`config.mk`:
```
export PLATFORM = sky130hd
export DESIGN_NAME = effpriv_trig_filter
export DESIGN_NICKNAME = d
export VERILOG_FILES = /design/src/rtl/effpriv_pkg.sv /design/src/rtl/effpriv_ctrl.sv /design/src/rtl/effpriv_dpath.sv /design/src/rtl/effpriv_trig_filter.sv
export SDC_FILE = /design/constraint.sdc
export NUM_CORES = 1
export LEC_CHECK = 0
export BUFFER_PORTS_ARGS = -buffer_cell sky130_fd_sc_hd__buf_2
export CORE_AREA = 2 2 39 41
export DETAILED_ROUTE_END_ITERATION = 7
export DIE_AREA = 0 0 41 43
export PLACE_DENSITY_LB_ADDON = 0.08
export SKIP_CTS_REPAIR_TIMING = 1
export SYNTH_ARGS = -nofsm -noshare
export SYNTH_HDL_FRONTEND = slang
export SYNTH_SLANG_ARGS = --single-unit
```
`constraint.sdc`:
```
create_clock -name clk -period 1.75 [get_ports clk]
set_input_delay 0.35 -clock clk [delete_from_list [all_inputs] [get_ports clk]]
set_output_delay 0.35 -clock clk [all_outputs]
set_load 0.005 [all_outputs]
```
`src/rtl/effpriv_pkg.sv`:
```
package effpriv_pkg;
  localparam int PRIV_W  = 2;
  localparam int MODE_W  = PRIV_W + 1;
  localparam int NUM_EN  = 5;
  localparam int KIND_W  = 2;

  localparam logic [PRIV_W-1:0] PRIV_U = 2'd0;
  localparam logic [PRIV_W-1:0] PRIV_S = 2'd1;
  localparam logic [PRIV_W-1:0] PRIV_M = 2'd3;

  typedef enum logic [KIND_W-1:0] {
    KIND_PLAIN = 2'd0,
    KIND_HLOAD = 2'd1,
    KIND_HSTORE = 2'd2,
    KIND_HEXEC = 2'd3
  } accKind_e;

  typedef struct packed {
    logic capture;
    logic fireReq;
    logic [MODE_W-1:0] mode;
  } ctrlStrobe_t;
endpackage

```
`src/rtl/effpriv_ctrl.sv`:
```
module effpriv_ctrl
  import effpriv_pkg::*;
(
  input  logic              accValid,
  input  logic [PRIV_W-1:0] curPriv,
  input  logic              curVirt,
  input  logic              mprv,
  input  logic              mxr,
  input  logic [PRIV_W-1:0] mpp,
  input  logic              mpv,
  input  logic              spvp,
  input  logic              mie,
  input  logic [KIND_W-1:0] accKind,
  input  logic [NUM_EN-1:0] modeEn,
  input  logic              addrHit,
  output ctrlStrobe_t       strobe
);
  accKind_e kind;
  logic [PRIV_W-1:0] effPriv;
  logic effVirt;
  logic selEn;
  logic excluded;
  logic suppressed;

  assign kind = accKind_e'(accKind);

  always_comb begin
    if (kind != KIND_PLAIN) begin
      effPriv = spvp ? PRIV_S : PRIV_U;
      effVirt = 1'b1;
    end else if (mprv && curPriv == PRIV_M) begin
      effPriv = mpp;
      effVirt = (mpp == PRIV_M) ? 1'b0 : mpv;
    end else begin
      effPriv = curPriv;
      effVirt = (curPriv == PRIV_M) ? 1'b0 : curVirt;
    end
  end

  always_comb begin
    unique case ({effVirt, effPriv})
      {1'b0, PRIV_U}: selEn = modeEn[0];
      {1'b0, PRIV_S}: selEn = modeEn[1];
      {1'b0, PRIV_M}: selEn = modeEn[2];
      {1'b1, PRIV_U}: selEn = modeEn[3];
      {1'b1, PRIV_S}: selEn = modeEn[4];
      default:        selEn = 1'b0;
    endcase
  end

  assign excluded   = (kind == KIND_HEXEC) || (mprv && mxr);
  assign suppressed = (effPriv == PRIV_M) && !effVirt && !mie;

  assign strobe.capture = accValid;
  assign strobe.fireReq = accValid && addrHit && selEn && !excluded && !suppressed;
  assign strobe.mode    = {effVirt, effPriv};
endmodule

```
`src/rtl/effpriv_dpath.sv`:
```
module effpriv_dpath
  import effpriv_pkg::*;
(
  input  logic              clk,
  input  logic              rstN,
  input  ctrlStrobe_t       strobe,
  output logic              fire,
  output logic [MODE_W-1:0] effMode
);
  always_ff @(posedge clk) begin
    if (!rstN) begin
      fire    <= 1'b0;
      effMode <= {1'b0, PRIV_M};
    end else begin
      fire <= strobe.fireReq;
      if (strobe.capture) effMode <= strobe.mode;
    end
  end
endmodule

```
`src/rtl/effpriv_trig_filter.sv`:
```
module effpriv_trig_filter
  import effpriv_pkg::*;
(
  input  logic              clk,
  input  logic              rstN,
  input  logic              accValid,
  input  logic [PRIV_W-1:0] curPriv,
  input  logic              curVirt,
  input  logic              mprv,
  input  logic              mxr,
  input  logic [PRIV_W-1:0] mpp,
  input  logic              mpv,
  input  logic              spvp,
  input  logic              mie,
  input  logic [KIND_W-1:0] accKind,
  input  logic [NUM_EN-1:0] modeEn,
  input  logic              addrHit,
  output logic              fire,
  output logic [MODE_W-1:0] effMode
);
  ctrlStrobe_t strobe;

  effpriv_ctrl u_ctrl (
    .accValid(accValid), .curPriv(curPriv), .curVirt(curVirt),
    .mprv(mprv), .mxr(mxr), .mpp(mpp), .mpv(mpv), .spvp(spvp),
    .mie(mie), .accKind(accKind), .modeEn(modeEn), .addrHit(addrHit),
    .strobe(strobe)
  );

  effpriv_dpath u_dpath (
    .clk(clk), .rstN(rstN), .strobe(strobe),
    .fire(fire), .effMode(effMode)
  );
endmodule

```
==> flow_summary.json, run 1 <==
{
  "run_status": "finished clean",
  "syn-cell-area_sq_um": 279,
  "gp_congestion": 0.593,
  "crit_arrival_ns": 1.51,
  "p_leak_nw": 0.229,
  "gr-usage-all-layers": 0.105,
  "final_area_sq_um": 449,
  "cp-startpoint": "curPriv[0]",
  "grt_max_degree": 7,
  "cts_buffers": 3,
  "firstDrtPassIters": 2,
  "critical_path_buf_inv_count": 1,
  "final_max_slew_viol_count": 0,
  "drt_iter0_markers": 2,
  "fp.dieW_um": 41,
  "die_area_sq_um": 1760,
  "die_h_um": 43,
  "dp_cells": 73,
  "critPathSlowestCell": "a2111oi_4",
  "synth_area_leaders": "dfxtp_1, nand2_1, mux2i_1, a2111oi_4, o211ai_1",
  "vdd_drop_max_mv": 0.289,
  "ant_nets": 0,
  "power.total_uw": 279,
  "p_per_area_nw_per_um2": 622,
  "multi_input_area_sq_um": 199,
  "antenna_found_initial": 0,
  "critPathKind": "in -> reg",
  "avgRoutedWirePerCell_um": 10.5,
  "maxCapViolCount": 0,
  "finalSetupViolCount": 0,
  "fin_util": 0.325,
  "cts.sinks": 4,
  "fin_skew_ns": 0,
  "critical_path.endpoint_type": "flop",
  "critPathMaxStageDelay_ns": 0.38,
  "syn_nets": 53,
  "max_slew_margin": 0.755,
  "rows": 14,
  "worstPathMaxFanout": 4,
  "grt_first_pass_wirelength_um": 1260,
  "start_util": 0.202,
  "fmaxAchievable_mhz": 721,
  "r2r_start": "u_dpath.effMode[2]",
  "worstPathRequired_ns": 1.87,
  "hpwl_um": 681,
  "clock_tree.buffer_depth": 2,
  "crit_chain": "buf_2 > and4_4 > a2111oi_4 > mux2i_1 > o2bb2ai_1 > a21o_1",
  "critPathTopFamily": "compound AO/OA/AOI/OAI gates",
  "final_layout_size_suffix_gt1_frac": 0.500,
  "synth_top_area_frac": 0.287,
  "coreArea_sq_um": 1380,
  "drcViolationCount": 0,
  "ys_warn_count": 0,
  "drt_wl_total_um": 801,
  "period_share": 0.792,
  "startpoint_type": "input pin",
  "yosysUniqueCellTypes": 17,
  "worstSkewPairLatency_ns": 0.23,
  "diodes": 0,
  "layout.nets": 83,
  "clock-root-buffer": "clkbuf_4",
  "overflow": 0,
  "grt_pass1_vias": 313,
  "tns_ns": 0,
  "register_area_sq_um": 80.1,
  "clk_pin_slew_ns": 0.04,
  "rsz0062_at_grt": "false",
  "hold_class": "in -> reg",
  "fill_cells": 152,
  "ys_seq_elements": 4,
  "hold_viol_final": 0,
  "min-delay-start": "rstN",
  "tightest_slew_ns": 0.367,
  "yosys.area.top_type": "dfxtp_1",
  "cts_tree": "done",
  "place_area_sq_um": 427,
  "io_buffers": 24,
  "via_per_inst": 4.45,
  "period_needed_ns": 1.39,
  "route.vias.total": 338,
  "syn_inst": 32,
  "syn_area_per_cell_sq_um": 8.72,
  "stdcell_count": 76,
  "seq_area_frac_synth": 0.287,
  "area_growth_pct": 61.0,
  "io_pins": 25,
  "h-tree-depth": 1
}
flip-flops by register name, summed over array words and instances, names as in the netlist:
register and count:
u_dpath.effMode 3, u_dpath.fire 1
cell type report:
type,count,share of cell area
Multi-Input combinational cell,28,0.443
Sequential cell,4,0.178
Tap cell,16,0.0446
Clock buffer,3,0.0501
Timing Repair Buffer,25,0.284
stage by stage:
step	setup WS, ns	hold slack (ns)
2_1_floorplan	0.288	0.412
3_3_place_gp	0.129	0.461
3_5_place_dp	0.119	0.460
4_1_cts	0.368	0.306
5_1_grt	0.286	0.318
6_report	0.363	0.318
logic make-up after synthesis:
kind of cell / synth area share
compound gates: 0.341
simple gates: 0.265
flops: 0.287
mux: 0.108
synthesized netlist by cell type (all sizes together):
library cell  count
nand2             9
dfxtp             4
mux2i             3
o211ai            2
o21ai             2
a2111oi           1
a21boi            1
a21o              1
a221oi            1
and2              1
and3b             1
and4              1
nand3             1
nor2              1
nor3              1
o211a             1
o2bb2ai           1
worst paths after layout:
path	end	slack (ns)	cells after the start
max	u_dpath.fire	0.36	6
min	u_dpath.effMode[1]	0.32	2
max reg2reg	u_dpath.effMode[2]	1.13	1
min reg2reg	u_dpath.effMode[0]	0.47	2
where the power goes:
group / internal [mW] / leakage [nW] / switching [mW]
clock: 0.0767 / 0.0138 / 0.0372
combinational: 0.0351 / 0.182 / 0.0306
sequential: 0.0975 / 0.0331 / 0.00237
total: 0.209 / 0.229 / 0.0702
cells in the final DEF, fill, tap and decap left out, types with 2 or more instances in the layout:
cell type / n
clkbuf_4: 3
buf_2: 24
mux2i_1: 3
dfxtp_1: 4
o211ai_1: 2
o21ai_0: 2
nand2_1: 9
routing by layer:
metal | vias to the layer above | track usage | wire [um]
li1 | 180 | - | -
met1 | 143 | 0.144 | 354
met2 | 15 | 0.150 | 372
met3 | 0 | 0.0157 | 75
met4 | 0 | 0.0600 | 0
met5 | - | 0 | 0
Power figures use the tool's default switching activity.
==> run 2: changes to the inputs <==
- ABC_AREA: default -> 1
- clock period: 1.75 -> 1.2 ns (I/O delays scaled with it)
==> run 2 against run 1 <==
Final area increased by 11%. Global-route usage increased by 1.3 points. Sequential share of layout area decreased by 1.7 points. Routed wire length increased by 8.7%. Hold slack got worse by 0.071 ns. Sequential power increased by 46%. Area after synthesis increased by 20%. Combinational power increased by 70%. Via count increased by 28%. Final cell count increased by 28%. Critical endpoint unchanged. Largest cell class unchanged.
==> flow_summary.json, run 2 <==
{
  "critPathSlowestCell": "nor2_4",
  "ys_seq_elements": 4,
  "finalSetupViolCount": 0,
  "period_share": 0.748,
  "muxShareOfSynthArea": 0,
  "final_max_slew_viol_count": 0,
  "coreArea_sq_um": 1380,
  "worstPathMaxFanout": 6,
  "fmaxAchievable_mhz": 1110,
  "clock-root-buffer": "clkbuf_4",
  "rows": 14,
  "synth-compound-area-share": 0.180,
  "syn_nets": 75,
  "firstDrtPassIters": 4,
  "startpoint_type": "input pin",
  "max_slew_margin": 0.860,
  "hold_class": "in -> reg",
  "cts_tree": "done",
  "fill_cells": 182,
  "grt_pass1_vias": 384,
  "synthFlopType": "dfxtp_1",
  "vdd_drop_max_mv": 0.198,
  "hold_viol_final": 0,
  "p_per_area_nw_per_um2": 844,
  "ys_warn_count": 0,
  "crit_chain": "buf_2 > nor2_4 > nand2_2 > clkinv_2 > nand2_2 > nand2_1 > nand3_1 > nand2_1 > nand2_1 > a21oi_2",
  "cts.sinks": 4,
  "finalWorstSetupSlack_ns": 0.302,
  "layout.nets": 104,
  "critPathKind": "in -> reg",
  "fp.dieW_um": 41,
  "clk_pin_slew_ns": 0.04,
  "yosys.area_share.simple": 0.453,
  "run_status": "finished clean",
  "overflow": 0,
  "largest_reg_flops": 3,
  "hpwl_um": 776,
  "power.total_uw": 419,
  "synth_area_leaders": "dfxtp_1, nand3_1, inv_1, nand2_1, nand2_2",
  "critPathTopFamily": "simple AND/OR/NAND/NOR gates",
  "crit_top_cell": "nand2_1",
  "place_area_sq_um": 474,
  "seq_area_frac_synth": 0.240,
  "tightest_slew_ns": 0.207,
  "fin_skew_ns": 0,
  "gp_congestion": 0.675,
  "worstSkewPairLatency_ns": 0.23,
  "crit_arrival_ns": 1.07,
  "die_h_um": 43,
  "layout_commonest_cell": "buf_2",
  "syn_inst": 54,
  "synth_enable_flop_cells": 0,
  "grt_max_degree": 7,
  "cts_buffers": 3,
  "drcViolationCount": 0,
  "period_needed_ns": 0.898,
  "critPathMaxStageDelay_ns": 0.16,
  "gr-usage-all-layers": 0.118,
  "final_layout_size_suffix_gt1_frac": 0.444,
  "avgRoutedWirePerCell_um": 8.98,
  "synth_fa_ha_area_frac": 0,
  "reg.largest.list": "u_dpath.effMode: 3 flops, u_dpath.fire: 1 flops",
  "diodes": 0,
  "yosysUniqueCellTypes": 17,
  "yosysMostFrequentCell": "inv_1",
  "route.vias.total": 433,
  "netlist_top_cells_count": "inv_1, nand2_1, nand3_1, nand2_2, dfxtp_1",
  "p_leak_nw": 0.270,
  "worstPathRequired_ns": 1.37,
  "synthXorXnorAreaFrac": 0,
  "final_area_sq_um": 497,
  "tns_ns": 0,
  "pre_cts_ws_ns": 0.0573,
  "dp_cells": 94,
  "stdcell_count": 97,
  "io_pins": 25,
  "ant_nets": 0,
  "synth_top_family_by_area": "simple AND/OR/NAND/NOR gates",
  "area_growth_pct": 48.7,
  "critical_path.endpoint_type": "flop",
  "die_area_sq_um": 1760,
  "antenna_found_initial": 0,
  "yosys.area.top_type": "dfxtp_1",
  "regMostFlops": "u_dpath.effMode",
  "synth_top_area_frac": 0.240,
  "grt_first_pass_wirelength_um": 1370,
  "syn-cell-area_sq_um": 334,
  "syn_area_per_cell_sq_um": 6.19,
  "critical_path_buf_inv_count": 2,
  "maxCapViolCount": 0,
  "clock_tree.buffer_depth": 2,
  "via_per_inst": 4.46,
  "start_util": 0.241,
  "h-tree-depth": 1,
  "rsz0062_at_grt": "false",
  "final_cell_mix": "buf_2, inv_1, nand2_1, nand3_1, nand2_2",
  "io_buffers": 24,
  "drt_wl_total_um": 871,
  "async_flop_share": 0,
  "drt_iter0_markers": 6
}
## run 2: cell type report
type	instances	area (sq um)	share of cell area
repair buffers	24	120	0.242
clock buffers	3	22.5	0.0453
multi-input cells	39	211	0.426
flip-flops and latches	4	80.1	0.161
inverters	11	42.5	0.0856
well taps	16	20.0	0.0403
## run 2: worst register-to-register path, delay by kind of cell, from the launching register on
kind	cells	cell delay [ns]
DFF	1	0.30
AOI/OAI and AO/OA	2	0.20
## run 2: per-layer routing
metal,global-route usage,vias up,share of wire
li1,-,234,-
met1,0.124,183,0.41
met2,0.191,14,0.51
met3,0.0157,2,0.064
met4,0.100,0,0.014
met5,0,-,0
## run 2: path summary, 6_finish.rpt
path | slack, ns | start | endpoint | cells after the start
worst max register to register | 0.58 | u_dpath.effMode[2] | u_dpath.effMode[2] | 2
worst max-delay path | 0.30 | accKind[1] | u_dpath.fire | 10
worst min register to register | 0.47 | u_dpath.effMode[0] | u_dpath.effMode[0] | 2
worst min-delay path | 0.25 | accValid | u_dpath.effMode[2] | 2
## run 2: cells by family after synthesis
group,count (synthesis)
buffers and inverters,11
and+or+nand+nor,30
DFF,4
AOI/OAI and AO/OA,9
## run 2: metrics by stage
stage                     utilization  hold slack, ns
after floorplan                     -           0.339
after global placement          0.343           0.458
after detailed placement        0.343           0.461
after CTS                       0.359           0.240
after global routing            0.359           0.243
final                           0.359           0.248
## run 2: power breakdown
group / internal (mW) / total, mW / switching [mW]
Combinational: 0.0533 / 0.112 / 0.0591
Sequential: 0.142 / 0.146 / 0.00333
Clock: 0.112 / 0.161 / 0.0496
Total: 0.307 / 0.419 / 0.112
==> run 3: changes to the inputs <==
- ABC_AREA: 1 -> 0
- clock period: 1.2 -> 0.8 ns (I/O delays scaled with it)
==> run 3 against run 2 <==
The run now ends with negative setup slack left. Final cell count is 12% lower. Clock skew stayed put. Count of clock-buffer cells in the layout stayed put. Die area stayed put. Routed wire length is 4.4% higher. Final area is 17% higher. Clock power is 52% higher. Non-clock buffer count is 10 higher. Largest power group unchanged. Sequential power is 52% higher. Critical endpoint unchanged. Combinational power is 88% higher.
==> flow_summary.json, run 3 (synthesis gave the netlist of run 1 again) <==
{
  "hpwl_um": 748,
  "hold_viol_final": 0,
  "die_h_um": 43,
  "io_buffers": 24,
  "p_clk_frac": 0.361,
  "run_status": "finished, violations left",
  "tightest_slew_ns": 0.361,
  "critPathKind": "in -> reg",
  "grt_first_pass_wirelength_um": 1310,
  "cts_buffers": 3,
  "r2r_start": "u_dpath.effMode[2]",
  "grt_pass1_vias": 348,
  "power_frac_seq": 0.328,
  "layout_commonest_cell": "buf_2",
  "area_growth_pct": 108,
  "start_util": 0.202,
  "critical_path.endpoint_type": "flop",
  "worstPathMaxFanout": 3,
  "route.vias.total": 372,
  "vdd_drop_max_mv": 0.611,
  "gp_congestion": 0.570,
  "layout.nets": 92,
  "finalSetupViolCount": 6,
  "hold_class": "in -> reg",
  "min-delay-start": "rstN",
  "power_frac_comb": 0.311,
  "fp.dieW_um": 41,
  "fin_util": 0.420,
  "power.internal_uw": 512,
  "die_area_sq_um": 1760,
  "period_share": 1.48,
  "ant_nets": 0,
  "coreArea_sq_um": 1380,
  "period_needed_ns": 1.18,
  "power.total_uw": 676,
  "clock-root-buffer": "clkbuf_4",
  "stdcell_count": 85,
  "reg.largest.list": "u_dpath.effMode: 3 flops, u_dpath.fire: 1 flops",
  "switching_power_uw": 164,
  "antenna_found_initial": 0,
  "avgRoutedWirePerCell_um": 10.7,
  "max_slew_margin": 0.759,
  "fin_skew_ns": 0,
  "final_max_slew_viol_count": 0,
  "diodes": 0,
  "maxCapViolCount": 0,
  "p_leak_nw": 0.293,
  "firstDrtPassIters": 3,
  "grt_max_degree": 6,
  "fmaxAchievable_mhz": 847,
  "crit_arrival_ns": 1.30,
  "clk_pin_slew_ns": 0.04,
  "dp_cells": 80,
  "holdWs_ns": 0.211,
  "finalWorstSetupSlack_ns": -0.380,
  "final_cell_mix": "buf_2, nand2_1, buf_4",
  "failed_checks": "negative setup slack",
  "cp-startpoint": "curPriv[0]",
  "drt_wl_total_um": 909,
  "drcViolationCount": 0,
  "cts_tree": "done",
  "largest_reg_flops": 3,
  "startpoint_type": "input pin",
  "regMostFlops": "u_dpath.effMode",
  "drt_iter0_markers": 6,
  "io_pins": 25,
  "overflow": 0,
  "p_per_area_nw_per_um2": 1160,
  "worstSkewPairLatency_ns": 0.23,
  "swShare": 0.242,
  "rsz0062_at_grt": "true",
  "tns_ns": -0.771,
  "fill_cells": 150,
  "via_per_inst": 4.38,
  "h-tree-depth": 1,
  "cts.sinks": 4,
  "clock_tree.buffer_depth": 2,
  "rows": 14,
  "gr-usage-all-layers": 0.112,
  "worstPathRequired_ns": 0.92,
  "final_layout_size_suffix_gt1_frac": 0.652
}
-- run 3: cell types whose count changed in the layout (fill, tap and decap cells not counted), moves of 2 or more --
| cell | previous run | this run |
|---|---|---|
| nor2_1 | 3 | 1 |
| mux2i_1 | 0 | 3 |
| buf_4 | 0 | 7 |
| buf_6 | 0 | 5 |
| nand2_2 | 5 | 2 |
| dfxtp_2 | 0 | 3 |
| nand3_1 | 9 | 1 |
| buf_8 | 0 | 2 |
| o21ai_0 | 3 | 1 |
| dfxtp_1 | 4 | 1 |
| nand2_1 | 9 | 7 |
| buf_2 | 24 | 20 |
| inv_1 | 10 | 0 |
-- run 3: per-stage QoR --
step	setup WS (ns)	instance area (sq um)
5_1_grt	-0.434	581
4_1_cts	-0.405	502
6_report	-0.380	581
3_5_place_dp	-0.659	479
2_1_floorplan	-0.471	279
3_3_place_gp	-0.623	479
-- run 3: final cells by class --
cell class / instances / area, sq um / share of cell area
Timing Repair Buffer: 34 / 239 / 0.412
Clock buffer: 3 / 22.5 / 0.0388
Multi-Input combinational cell: 28 / 215 / 0.371
Sequential cell: 4 / 83.8 / 0.144
Tap cell: 16 / 20.0 / 0.0345
-- run 3: path summary, 6_finish.rpt --
path / end / slack, ns / cells after the start
worst max-delay path: u_dpath.fire / -0.38 / 6
worst min-delay path: u_dpath.effMode[1] / 0.21 / 3
worst max register to register: u_dpath.effMode[2] / 0.17 / 1
worst min register to register: u_dpath.effMode[0] / 0.44 / 2
-- run 3: power by group through the flow --
stage               combinational, mW  sequential (mW)  clock [mW]
floorplan                      0.0545            0.223           0
global placement                0.172            0.222           0
detailed placement              0.172            0.222           0
CTS                             0.173            0.219       0.264
global route                    0.229            0.223       0.275
finish                          0.210            0.222       0.244
-- run 3: routing by layer --
metal | up-vias | routed length, um | global-route usage | share of wire
li1 | 198 | - | - | -
met1 | 159 | 382 | 0.120 | 0.42
met2 | 15 | 468 | 0.181 | 0.51
met3 | 0 | 57 | 0.0366 | 0.063
met4 | 0 | 0 | 0.0600 | 0
met5 | - | 0 | 0 | 0
-- run 3: critical path: stages --
cell	delay, ns
buf_8	0.10
and4_4	0.19
a2111oi_4	0.38
mux2i_1	0.23
o2bb2ai_1	0.07
a21o_1	0.17
